<file path="config.mk">
export PLATFORM = sky130hd
export DESIGN_NAME = nest_irq_ctrl
export DESIGN_NICKNAME = d
export VERILOG_FILES = /design/src/rtl/nic_pkg.sv /design/src/rtl/nic_cfg_regs.sv /design/src/rtl/nic_arbiter.sv /design/src/rtl/nic_isr.sv /design/src/rtl/nest_irq_ctrl.sv
export SDC_FILE = /design/constraint.sdc
export NUM_CORES = 1
export LEC_CHECK = 0
export BUFFER_PORTS_ARGS = -buffer_cell sky130_fd_sc_hd__buf_4
export CELL_PAD_IN_SITES_DETAIL_PLACEMENT = 1
export CELL_PAD_IN_SITES_GLOBAL_PLACEMENT = 2
export CORE_ASPECT_RATIO = 0.8
export CORE_MARGIN = 2
export CORE_UTILIZATION = 39
export DETAILED_ROUTE_END_ITERATION = 10
export MAX_ROUTING_LAYER = met4
export PLACE_DENSITY = 0.79
export RECOVER_POWER = 100
export SETUP_SLACK_MARGIN = 0.3
export SLEW_MARGIN = 20
export SYNTH_ARGS = -nofsm -noshare
export SYNTH_HDL_FRONTEND = slang
export SYNTH_HIERARCHICAL = 1
export SYNTH_SLANG_ARGS = --single-unit
</file>
<file path="constraint.sdc">
create_clock -name clk -period 34.9 [get_ports clk]
set_clock_uncertainty 0.1 [all_clocks]
set_input_delay 0 -clock clk [delete_from_list [all_inputs] [get_ports clk]]
set_output_delay 0 -clock clk [all_outputs]
set_load 0.01 [all_outputs]
</file>
<file path="src/rtl/nic_pkg.sv">
package nic_pkg;
  localparam int NSRC     = 13;
  localparam int PW       = 3;
  localparam int IW       = $clog2(NSRC);
  localparam int VW       = 8;
  localparam int CDW      = 4;
  localparam int CAW      = 5;
  localparam int EXT_LO   = 1;
  localparam int EXT_N    = 5;
  localparam int MODE_ADR = 16;
  localparam logic [VW-1:0] NMI_VEC  = 8'h02;
  localparam logic [VW-1:0] VEC_BASE = 8'h20;

  typedef struct packed {
    logic slave;
    logic cascade;
    logic nest;
  } mode_t;

  function automatic logic [VW-1:0] vec_of(input logic [IW-1:0] idx);
    return (idx == '0) ? NMI_VEC : VEC_BASE + VW'(idx);
  endfunction

  function automatic logic is_ext(input logic [IW-1:0] idx);
    return (idx >= IW'(EXT_LO)) && (idx < IW'(EXT_LO + EXT_N));
  endfunction

  // a beats b: better priority value, or same value and lower index
  function automatic logic beats(input logic [PW:0] pa, input logic [IW-1:0] ia,
                                 input logic [PW:0] pb, input logic [IW-1:0] ib);
    return (pa < pb) || ((pa == pb) && (ia < ib));
  endfunction
endpackage

</file>
<file path="src/rtl/nic_cfg_regs.sv">
module nic_cfg_regs
  import nic_pkg::*;
(
  input  logic                clk,
  input  logic                rst_n,
  input  logic                we,
  input  logic [CAW-1:0]      addr,
  input  logic [CDW-1:0]      wdata,
  output logic [NSRC-1:0]     mask_q,
  output logic [NSRC*PW-1:0]  prio_q,
  output mode_t               mode_q
);
  genvar g;
  generate
    for (g = 0; g < NSRC; g++) begin : g_src
      if (g == 0) begin : g_nmi
        assign mask_q[g]         = 1'b0;
        assign prio_q[g*PW +: PW] = '0;
      end else begin : g_mask
        always_ff @(posedge clk or negedge rst_n) begin
          if (!rst_n) begin
            mask_q[g]          <= 1'b1;
            prio_q[g*PW +: PW] <= '1;
          end else if (we && addr == CAW'(g)) begin
            mask_q[g]          <= wdata[PW];
            prio_q[g*PW +: PW] <= wdata[PW-1:0];
          end
        end
      end
    end
  endgenerate

  always_ff @(posedge clk or negedge rst_n) begin
    if (!rst_n)                                mode_q <= '0;
    else if (we && addr == CAW'(MODE_ADR))     mode_q <= wdata[2:0];
  end
endmodule

</file>
<file path="src/rtl/nic_arbiter.sv">
module nic_arbiter
  import nic_pkg::*;
(
  input  logic [NSRC-1:0]    req,
  input  logic [NSRC-1:0]    mask_q,
  input  logic [NSRC*PW-1:0] prio_q,
  input  logic [NSRC-1:0]    isr_q,
  input  mode_t              mode_q,
  output logic [NSRC-1:0]    elig,
  output logic               win_valid,
  output logic [IW-1:0]      win_idx
);
  logic [PW:0]   top_isr;
  logic [PW:0]   best_p;
  logic          isr_busy;

  assign isr_busy = |isr_q;

  always_comb begin
    top_isr = {1'b1, {PW{1'b0}}};
    for (int i = 0; i < NSRC; i++) begin
      if (isr_q[i] && ({1'b0, prio_q[i*PW +: PW]} < top_isr))
        top_isr = {1'b0, prio_q[i*PW +: PW]};
    end
  end

  always_comb begin
    for (int i = 0; i < NSRC; i++) begin
      elig[i] = (i != 0) && req[i] && !mask_q[i]
              && !(mode_q.slave && is_ext(IW'(i)))
              && (mode_q.nest ? ({1'b0, prio_q[i*PW +: PW]} < top_isr) : !isr_busy);
    end
  end

  always_comb begin
    win_valid = 1'b0;
    win_idx   = '0;
    best_p    = '1;
    for (int i = 1; i < NSRC; i++) begin
      if (elig[i] && (!win_valid || beats({1'b0, prio_q[i*PW +: PW]}, IW'(i), best_p, win_idx))) begin
        win_valid = 1'b1;
        win_idx   = IW'(i);
        best_p    = {1'b0, prio_q[i*PW +: PW]};
      end
    end
    if (req[0]) begin
      win_valid = 1'b1;
      win_idx   = '0;
    end
  end
endmodule

</file>
<file path="src/rtl/nic_isr.sv">
module nic_isr
  import nic_pkg::*;
(
  input  logic            clk,
  input  logic            rst_n,
  input  logic            set_en,
  input  logic [IW-1:0]   set_idx,
  input  logic            clr_en,
  input  logic [IW-1:0]   clr_idx,
  output logic [NSRC-1:0] isr_q
);
  genvar g;
  generate
    for (g = 0; g < NSRC; g++) begin : g_bit
      always_ff @(posedge clk or negedge rst_n) begin
        if (!rst_n)                                 isr_q[g] <= 1'b0;
        else if (set_en && set_idx == IW'(g))       isr_q[g] <= 1'b1;
        else if (clr_en && clr_idx == IW'(g))       isr_q[g] <= 1'b0;
      end
    end
  endgenerate
endmodule

</file>
<file path="src/rtl/nest_irq_ctrl.sv">
module nest_irq_ctrl
  import nic_pkg::*;
(
  input  logic       clk,
  input  logic       rst_n,
  input  logic       nmi_i,
  input  logic [4:0] ext_req_i,
  input  logic [2:0] tmr_req_i,
  input  logic [1:0] dma_req_i,
  input  logic       ser_req_i,
  input  logic       wdt_req_i,
  input  logic       cfg_we_i,
  input  logic [4:0] cfg_addr_i,
  input  logic [3:0] cfg_wdata_i,
  input  logic       ack_i,
  input  logic       eoi_we_i,
  input  logic [3:0] eoi_src_i,
  input  logic [7:0] cas_vec_i,
  output logic       irq_o,
  output logic [7:0] vec_o,
  output logic       cas_ack_o
);
  logic [NSRC-1:0]    req;
  logic [NSRC-1:0]    mask_q;
  logic [NSRC*PW-1:0] prio_q;
  mode_t              mode_q;
  logic [NSRC-1:0]    isr_q;
  logic [NSRC-1:0]    elig;
  logic               win_valid;
  logic [IW-1:0]      win_idx;
  logic               ack_fire;
  logic               ext_win;

  assign req = {wdt_req_i, ser_req_i, dma_req_i, tmr_req_i, ext_req_i, nmi_i};

  nic_cfg_regs u_cfg (
    .clk(clk), .rst_n(rst_n), .we(cfg_we_i), .addr(cfg_addr_i), .wdata(cfg_wdata_i),
    .mask_q(mask_q), .prio_q(prio_q), .mode_q(mode_q)
  );

  nic_arbiter u_arb (
    .req(req), .mask_q(mask_q), .prio_q(prio_q), .isr_q(isr_q), .mode_q(mode_q),
    .elig(elig), .win_valid(win_valid), .win_idx(win_idx)
  );

  assign ack_fire = ack_i && win_valid && (win_idx != '0);
  assign ext_win  = win_valid && is_ext(win_idx);

  nic_isr u_isr (
    .clk(clk), .rst_n(rst_n), .set_en(ack_fire), .set_idx(win_idx),
    .clr_en(eoi_we_i), .clr_idx(eoi_src_i), .isr_q(isr_q)
  );

  assign irq_o     = win_valid;
  assign vec_o     = !win_valid ? '0 : (mode_q.cascade && ext_win) ? cas_vec_i : vec_of(win_idx);
  assign cas_ack_o = ack_i && mode_q.cascade && ext_win;
endmodule

</file>
# ---- Word-level counts from Yosys, hierarchy flattened
# Index checks and enable logic that the tools add are counted.
dict set report word_totals {
  latchBits 0
  word_cells 401
  out_inout_bits 10
  inputBits 39
  mem_bits_rw 0
  register_bits 64
  rom_bits 0
  mem_count 0
}
dict set report classes {
  n_lt_le_gt_ge 48
  n_reduce_logical 173
  n_mux 91
  shift 0
  eq_ne 48
  mul 0
  bitwise_logic 0
  addsub 1
  div 0
}
# operator n
set ops {}
lappend ops {{2-to-1 mux 4 bit} 36}
lappend ops {{less-than comparator 3 x 4 -> 1 bit} 35}
lappend ops {{logical AND 1 bit} 109}
lappend ops {{2-to-1 mux 1 bit} 52}
lappend ops {{== test 3 x 4 -> 1 bit} 11}
lappend ops {{== test 4 bit, second input constant} 10}
lappend ops {{== test 4 x 3 -> 1 bit, second input constant} 8}
lappend ops {{nonzero test 2 bit} 13}
lappend ops {{== test 5 x 4 -> 1 bit, second input constant} 5}
lappend ops {{logical NOT 1 bit} 25}
lappend ops {{logical OR 1 bit} 22}
lappend ops {{== test 5 x 3 -> 1 bit, second input constant} 4}
lappend ops {{less-than comparator 4 bit, first input constant} 5}
lappend ops {{== test 4 x 2 -> 1 bit, second input constant} 4}
lappend ops {{less-than comparator 3 x 4 -> 1 bit, first input constant} 4}
lappend ops {{2-to-1 mux 8 bit} 2}
lappend ops {{OR reduction 13 bit} 1}
lappend ops {{== test 5 x 2 -> 1 bit, second input constant} 2}
lappend ops {{== test 4 x 1 -> 1 bit, second input constant} 2}
lappend ops {{logical NOT 4 bit} 2}
lappend ops {{less-than comparator 2 x 4 -> 1 bit, first input constant} 2}
lappend ops {{adder 6 x 4 -> 7 bit, first input constant} 1}
lappend ops {{2-to-1 mux 7 bit} 1}
lappend ops {{== test 5 x 1 -> 1 bit, second input constant} 1}
lappend ops {{other kinds (4)} 4}

# ---- Longest topological paths before layout
dict set report depth {
  word_depth 114
  depth_mapped 180
  mapped_depth_nobuf 176
}

# ---- Cells and area by module
# Netlist, hierarchy kept.
# mod cells_each instances seq_area_each_um2 area_each_um2
set by_module_without_submodules {}
lappend by_module_without_submodules {nic_arbiter 602 1 0.0 4225.3}
lappend by_module_without_submodules {nic_cfg_regs 135 1 1336.3 2168.3}
lappend by_module_without_submodules {nic_isr 55 1 325.3 560.5}
lappend by_module_without_submodules {nest_irq_ctrl 30 1 0.0 241.5}

# ---- Least setup slack after synthesis
# Ideal clock, no wire load.
dict set report synth_timing {
  kind {register to register}
  from {reg u_cfg.prio_q[4]}
  to {reg u_isr.isr_q[2]}
  setup_ps 77
  path_buffers 4
  required_time_ps 34723
  slack_ps 4650
  stages_incl_launch_ff 170
  synth_period_minus_slack_ps 30250
  t_arrival_ps 30074
  path_cell_list {dfstp_2 > ha_1 > a211oi_1 > o21a_1 > a32oi_1 > ha_1 > o221a_2 > a21o_1 > nand2_1 > o21ai_0 > ha_1 > o21ai_0 > a22o_1 > a31o_2 > a211oi_1 > a21oi_1 > ha_1 > nor3b_1 > [134 not listed] > ha_1 > inv_1 > a21o_1 > a21oi_1 > o21ai_1 > mux2_2 > o21ai_1 > ha_1 > nor2b_1 > o21ai_0 > nand2b_1 > a21bo_1 > a21oi_1 > or3_4 > o21a_1 > and2_1 > or3b_1 > o21ai_1}
}
dict set report synth_between {
  elab_chain_len 111
  word_cells_on_any_way 204
  classes_between {46 x order compare; 12 x eq/ne; 62 x mux; 84 x reduce/logical}
}
# item line
set synth_lines {}
lappend synth_lines {{start: declaration} nic_cfg_regs.sv:10} ;# output logic [NSRC*PW-1:0] prio_q,
lappend synth_lines {{start signal: indexed assignment} nic_cfg_regs.sv:26} ;# prio_q[g*PW +: PW] <= wdata[PW-1:0];
lappend synth_lines {{less-than comparator 3 x 4 -> 1 bit} nic_arbiter.sv:22} ;# if (isr_q[i] && ({1'b0, prio_q[i*PW +: PW]} < top_isr))
lappend synth_lines {{logical AND 1 bit} nic_arbiter.sv:22}
lappend synth_lines {{2-to-1 mux 4 bit} nic_arbiter.sv:22}
lappend synth_lines {{less-than comparator 3 x 4 -> 1 bit} nic_arbiter.sv:22}
lappend synth_lines {{logical AND 1 bit} nic_arbiter.sv:22}
lappend synth_lines {{2-to-1 mux 4 bit} nic_arbiter.sv:22}
lappend synth_lines {{less-than comparator 3 x 4 -> 1 bit} nic_arbiter.sv:22}
lappend synth_lines {{logical AND 1 bit} nic_arbiter.sv:22}
lappend synth_lines {{[97 not listed]} --}
lappend synth_lines {{2-to-1 mux 4 bit (*)} nic_arbiter.sv:40} ;# if (elig[i] && (!win_valid || beats({1'b0, prio_q[i*PW +: PW]}, IW'(i), best_p, win_idx))) begin
lappend synth_lines {{2-to-1 mux 4 bit (*)} nic_arbiter.sv:46} ;# if (req[0]) begin
lappend synth_lines {{net win_idx[2]} nest_irq_ctrl.sv:30} ;# logic [IW-1:0] win_idx;
lappend synth_lines {{nonzero test 4 bit (*)} nest_irq_ctrl.sv:46} ;# assign ack_fire = ack_i && win_valid && (win_idx != '0);
lappend synth_lines {{logical AND 1 bit (*)} nest_irq_ctrl.sv:46}
lappend synth_lines {{net ack_fire} nest_irq_ctrl.sv:31} ;# logic ack_fire;
lappend synth_lines {{logical AND 1 bit (*)} nic_isr.sv:17} ;# else if (set_en && set_idx == IW'(g)) isr_q[g] <= 1'b1;
lappend synth_lines {{2-to-1 mux 1 bit / nonzero test 2 bit (equally long branches)} --}
lappend synth_lines {{end signal: indexed assignment} nic_isr.sv:16} ;# if (!rst_n) isr_q[g] <= 1'b0;
lappend synth_lines {{end signal: indexed assignment} nic_isr.sv:17}
lappend synth_lines {{end signal: indexed assignment} nic_isr.sv:18} ;# else if (clr_en && clr_idx == IW'(g)) isr_q[g] <= 1'b0;
lappend synth_lines {{end: declaration} nic_isr.sv:10} ;# output logic [NSRC-1:0] isr_q
# Mark *: on every way through the listed nets, which the timed path passes. The rest lies on a longest branch.
# A chain may end at the register's enable or synchronous reset.

# ---- Final worst setup path
dict set report layout_timing {
  from {reg u_cfg.prio_q[4]}
  to {reg u_isr.isr_q[1]}
}
# Same word-level chain as after synthesis.

==> impl_metrics.env <==
export IMPL_finalCritPeriodShare=0.9483
export IMPL_min_period_ps=33100
export IMPL_max_cap_violations=1
export IMPL_drive_gt1_frac=0.2870
export IMPL_clock_sinks=64
export IMPL_worst_slew_pin_slew_ps=3681
export IMPL_track_usage=0.2792
export IMPL_outcome="finished, violations left"
export IMPL_final_cells=1115
export IMPL_criticalPathCategory="register to register"
export IMPL_reg2regPathDepth=169
export IMPL_cp_data_arrival_time_ps=33220
export IMPL_r2r_end="u_isr/isr_q[1]"
export IMPL_worst_setup_path_start_kind="register"
export IMPL_wl_per_cell_um=23.90
export IMPL_dieArea_um2=19510
export IMPL_antenna_found_initial=0
export IMPL_holdPathEnd="u_cfg/prio_q[33]"
export IMPL_path_buf_inv=11
export IMPL_drt_pre_antenna_iters=5
export IMPL_fin_nets=975
export IMPL_dp_final_hpwl_mm=20.30
export IMPL_critPathSlowestCell="dfstp_2"
export IMPL_post_route_util=0.4603
export IMPL_ys_warn_count=6
export IMPL_dp_cells=1076
export IMPL_finalSetupTns_ps=0
export IMPL_setup_viol=0
export IMPL_crit_family="compound AO/OA/AOI/OAI gates"
export IMPL_worstSetupEndpointType="register"
export IMPL_max_freq_ghz=0.03022
export IMPL_avgSynthCellArea_um2=8.763
export IMPL_cp_common_cell="ha_1"
export IMPL_min_path_type="primary input to register"
export IMPL_cts_root_buf="clkbuf_16"
export IMPL_hold_depth=2
export IMPL_worst_ep_required_time_ps=35020
export IMPL_grt_max_degree=65
export IMPL_relSlewSlack=-1.454
export IMPL_grt_pass1_wl_mm=40.84
export IMPL_clk_insertion_delay_late_ps=340
export IMPL_routabilityCongestion=0.8943
export IMPL_drt_iter0_drc=488
export IMPL_critPathMaxFanout=9
export IMPL_cts_htree_levels=3
export IMPL_num_io_pins=49
export IMPL_violations="max-capacitance violations, max-slew violations"
export IMPL_die_w_um=155.7
export IMPL_rrSetupSlack_ps=1800
export IMPL_viasPerCell=6.309
export IMPL_syn_inst=819
export IMPL_die_h_um=125.3
export IMPL_syn_area_um2=7177
export IMPL_drtAntennaViolNets=0
export IMPL_start_util=0.3962
export IMPL_cts_tree="built"
export IMPL_report_final_slew_viol_count=65
export IMPL_cts_buffer_depth=2
export IMPL_area_delta_synth_final_pct=16.16
export IMPL_coreArea_um2=18110
export IMPL_rsz0062_at_grt="false"
export IMPL_fin_ws_ps=1805
export IMPL_routed_wl_mm=26.65
export IMPL_drcViolationCount=0
export IMPL_cts_buffers_inserted=9
export IMPL_hold_viol=0
export IMPL_min_from="cfg_wdata_i[0]"
export IMPL_via_count=7035
export IMPL_antenna_cells=0
export IMPL_grt_pass1_vias=7020
export IMPL_clk_pin_slew_ps=60
export IMPL_pre_cts_ws_ps=-721.4
export IMPL_overflow=0
export IMPL_io_buffers=48
export IMPL_core_rowCount=44
export IMPL_reg2reg_from="u_cfg/prio_q[4]"
export IMPL_slowest_delay_ps=640
[registers in the layout, summed over array words and instances, names as in the netlist]
signal,flops
u_cfg/mode_q,3
u_cfg/mask_q,12
u_cfg/prio_q,36
u_isr/isr_q,13
[placed cells by master, fill, tap and decap left out, drive strengths merged, types with 13 or more instances in the layout]
cell type and instances:
a211oi 15, a21o 15, a21oi 43, and2 20, buf 59, clkbuf 14
dfrtp 16, dfstp 48, ha 56, inv 48, mux2 61, mux2i 13
nand2 75, nand2b 19, nand3 26, nor2 30, nor2b 15, nor3 13
o21ai 89
[per-layer routing]
layer,part of all wire,GRT usage,vias to the layer above
li1,-,-,3231
met5,0,-,-
met3,0.042,0.03328,38
met1,0.50,0.4126,3589
met2,0.44,0.4060,177
met4,0.019,0.06530,0
[layout make-up]
cell class	count	area, um2
Sequential cell	64	1662
Fill cell	2139	9776
Clock buffer	11	242.7
Timing Repair Buffer	73	564.3
Clock inverter	5	57.56
Multi-Input combinational cell	683	5339
Tap cell	230	287.8
Inverter	49	183.9
[worst max-delay path by stage]
stage,from,end,slack [ps],depth (start not counted)
2_1_floorplan,u_cfg/prio_q[4],u_isr/isr_q[2],4650,169
3_3_place_gp,u_cfg/prio_q[4],u_isr/isr_q[1],550,165
3_5_place_dp,u_cfg/prio_q[4],u_isr/isr_q[1],-720,167
4_1_cts,u_cfg/prio_q[4],vec_o[0],380,168
5_1_grt,u_cfg/prio_q[4],u_isr/isr_q[1],10,171
6_report,u_cfg/prio_q[4],u_isr/isr_q[1],1800,169
[timing repair]
item	CTS	global route
gates resized for setup	10	43
endpoints found under the setup margin	22	22
buffers inserted	0	11
hold buffers	11	0
pin swaps	0	7
hold endpoints to repair	35	0
cloned	0	1
[worst reg2reg max path: cells and delay by family (launching register included)]
kind                     cells  cell delay (ps)
AO/OA/AOI/OAI               77            14530
adder cells (fa/ha/maj)     24             6120
buffers and inverters       11              920
flip-flops                   1              640
multiplexers                10             3090
AND/OR/NAND/NOR             47             7520
[stage by stage]
| step | hold slack, ps | cell area (um2) |
|---|---|---|
| finish | 10.07 | 8337 |
| global route | 13.98 | 8337 |
| CTS | 6.504 | 8134 |
| detailed placement | 69.16 | 7689 |
| global placement | 48.91 | 7689 |
| floorplan | -395.6 | 7184 |
Power is left out: the tool's default activity adds up to more than one toggle a clock period on the data nets, which glitch-free logic cannot reach.
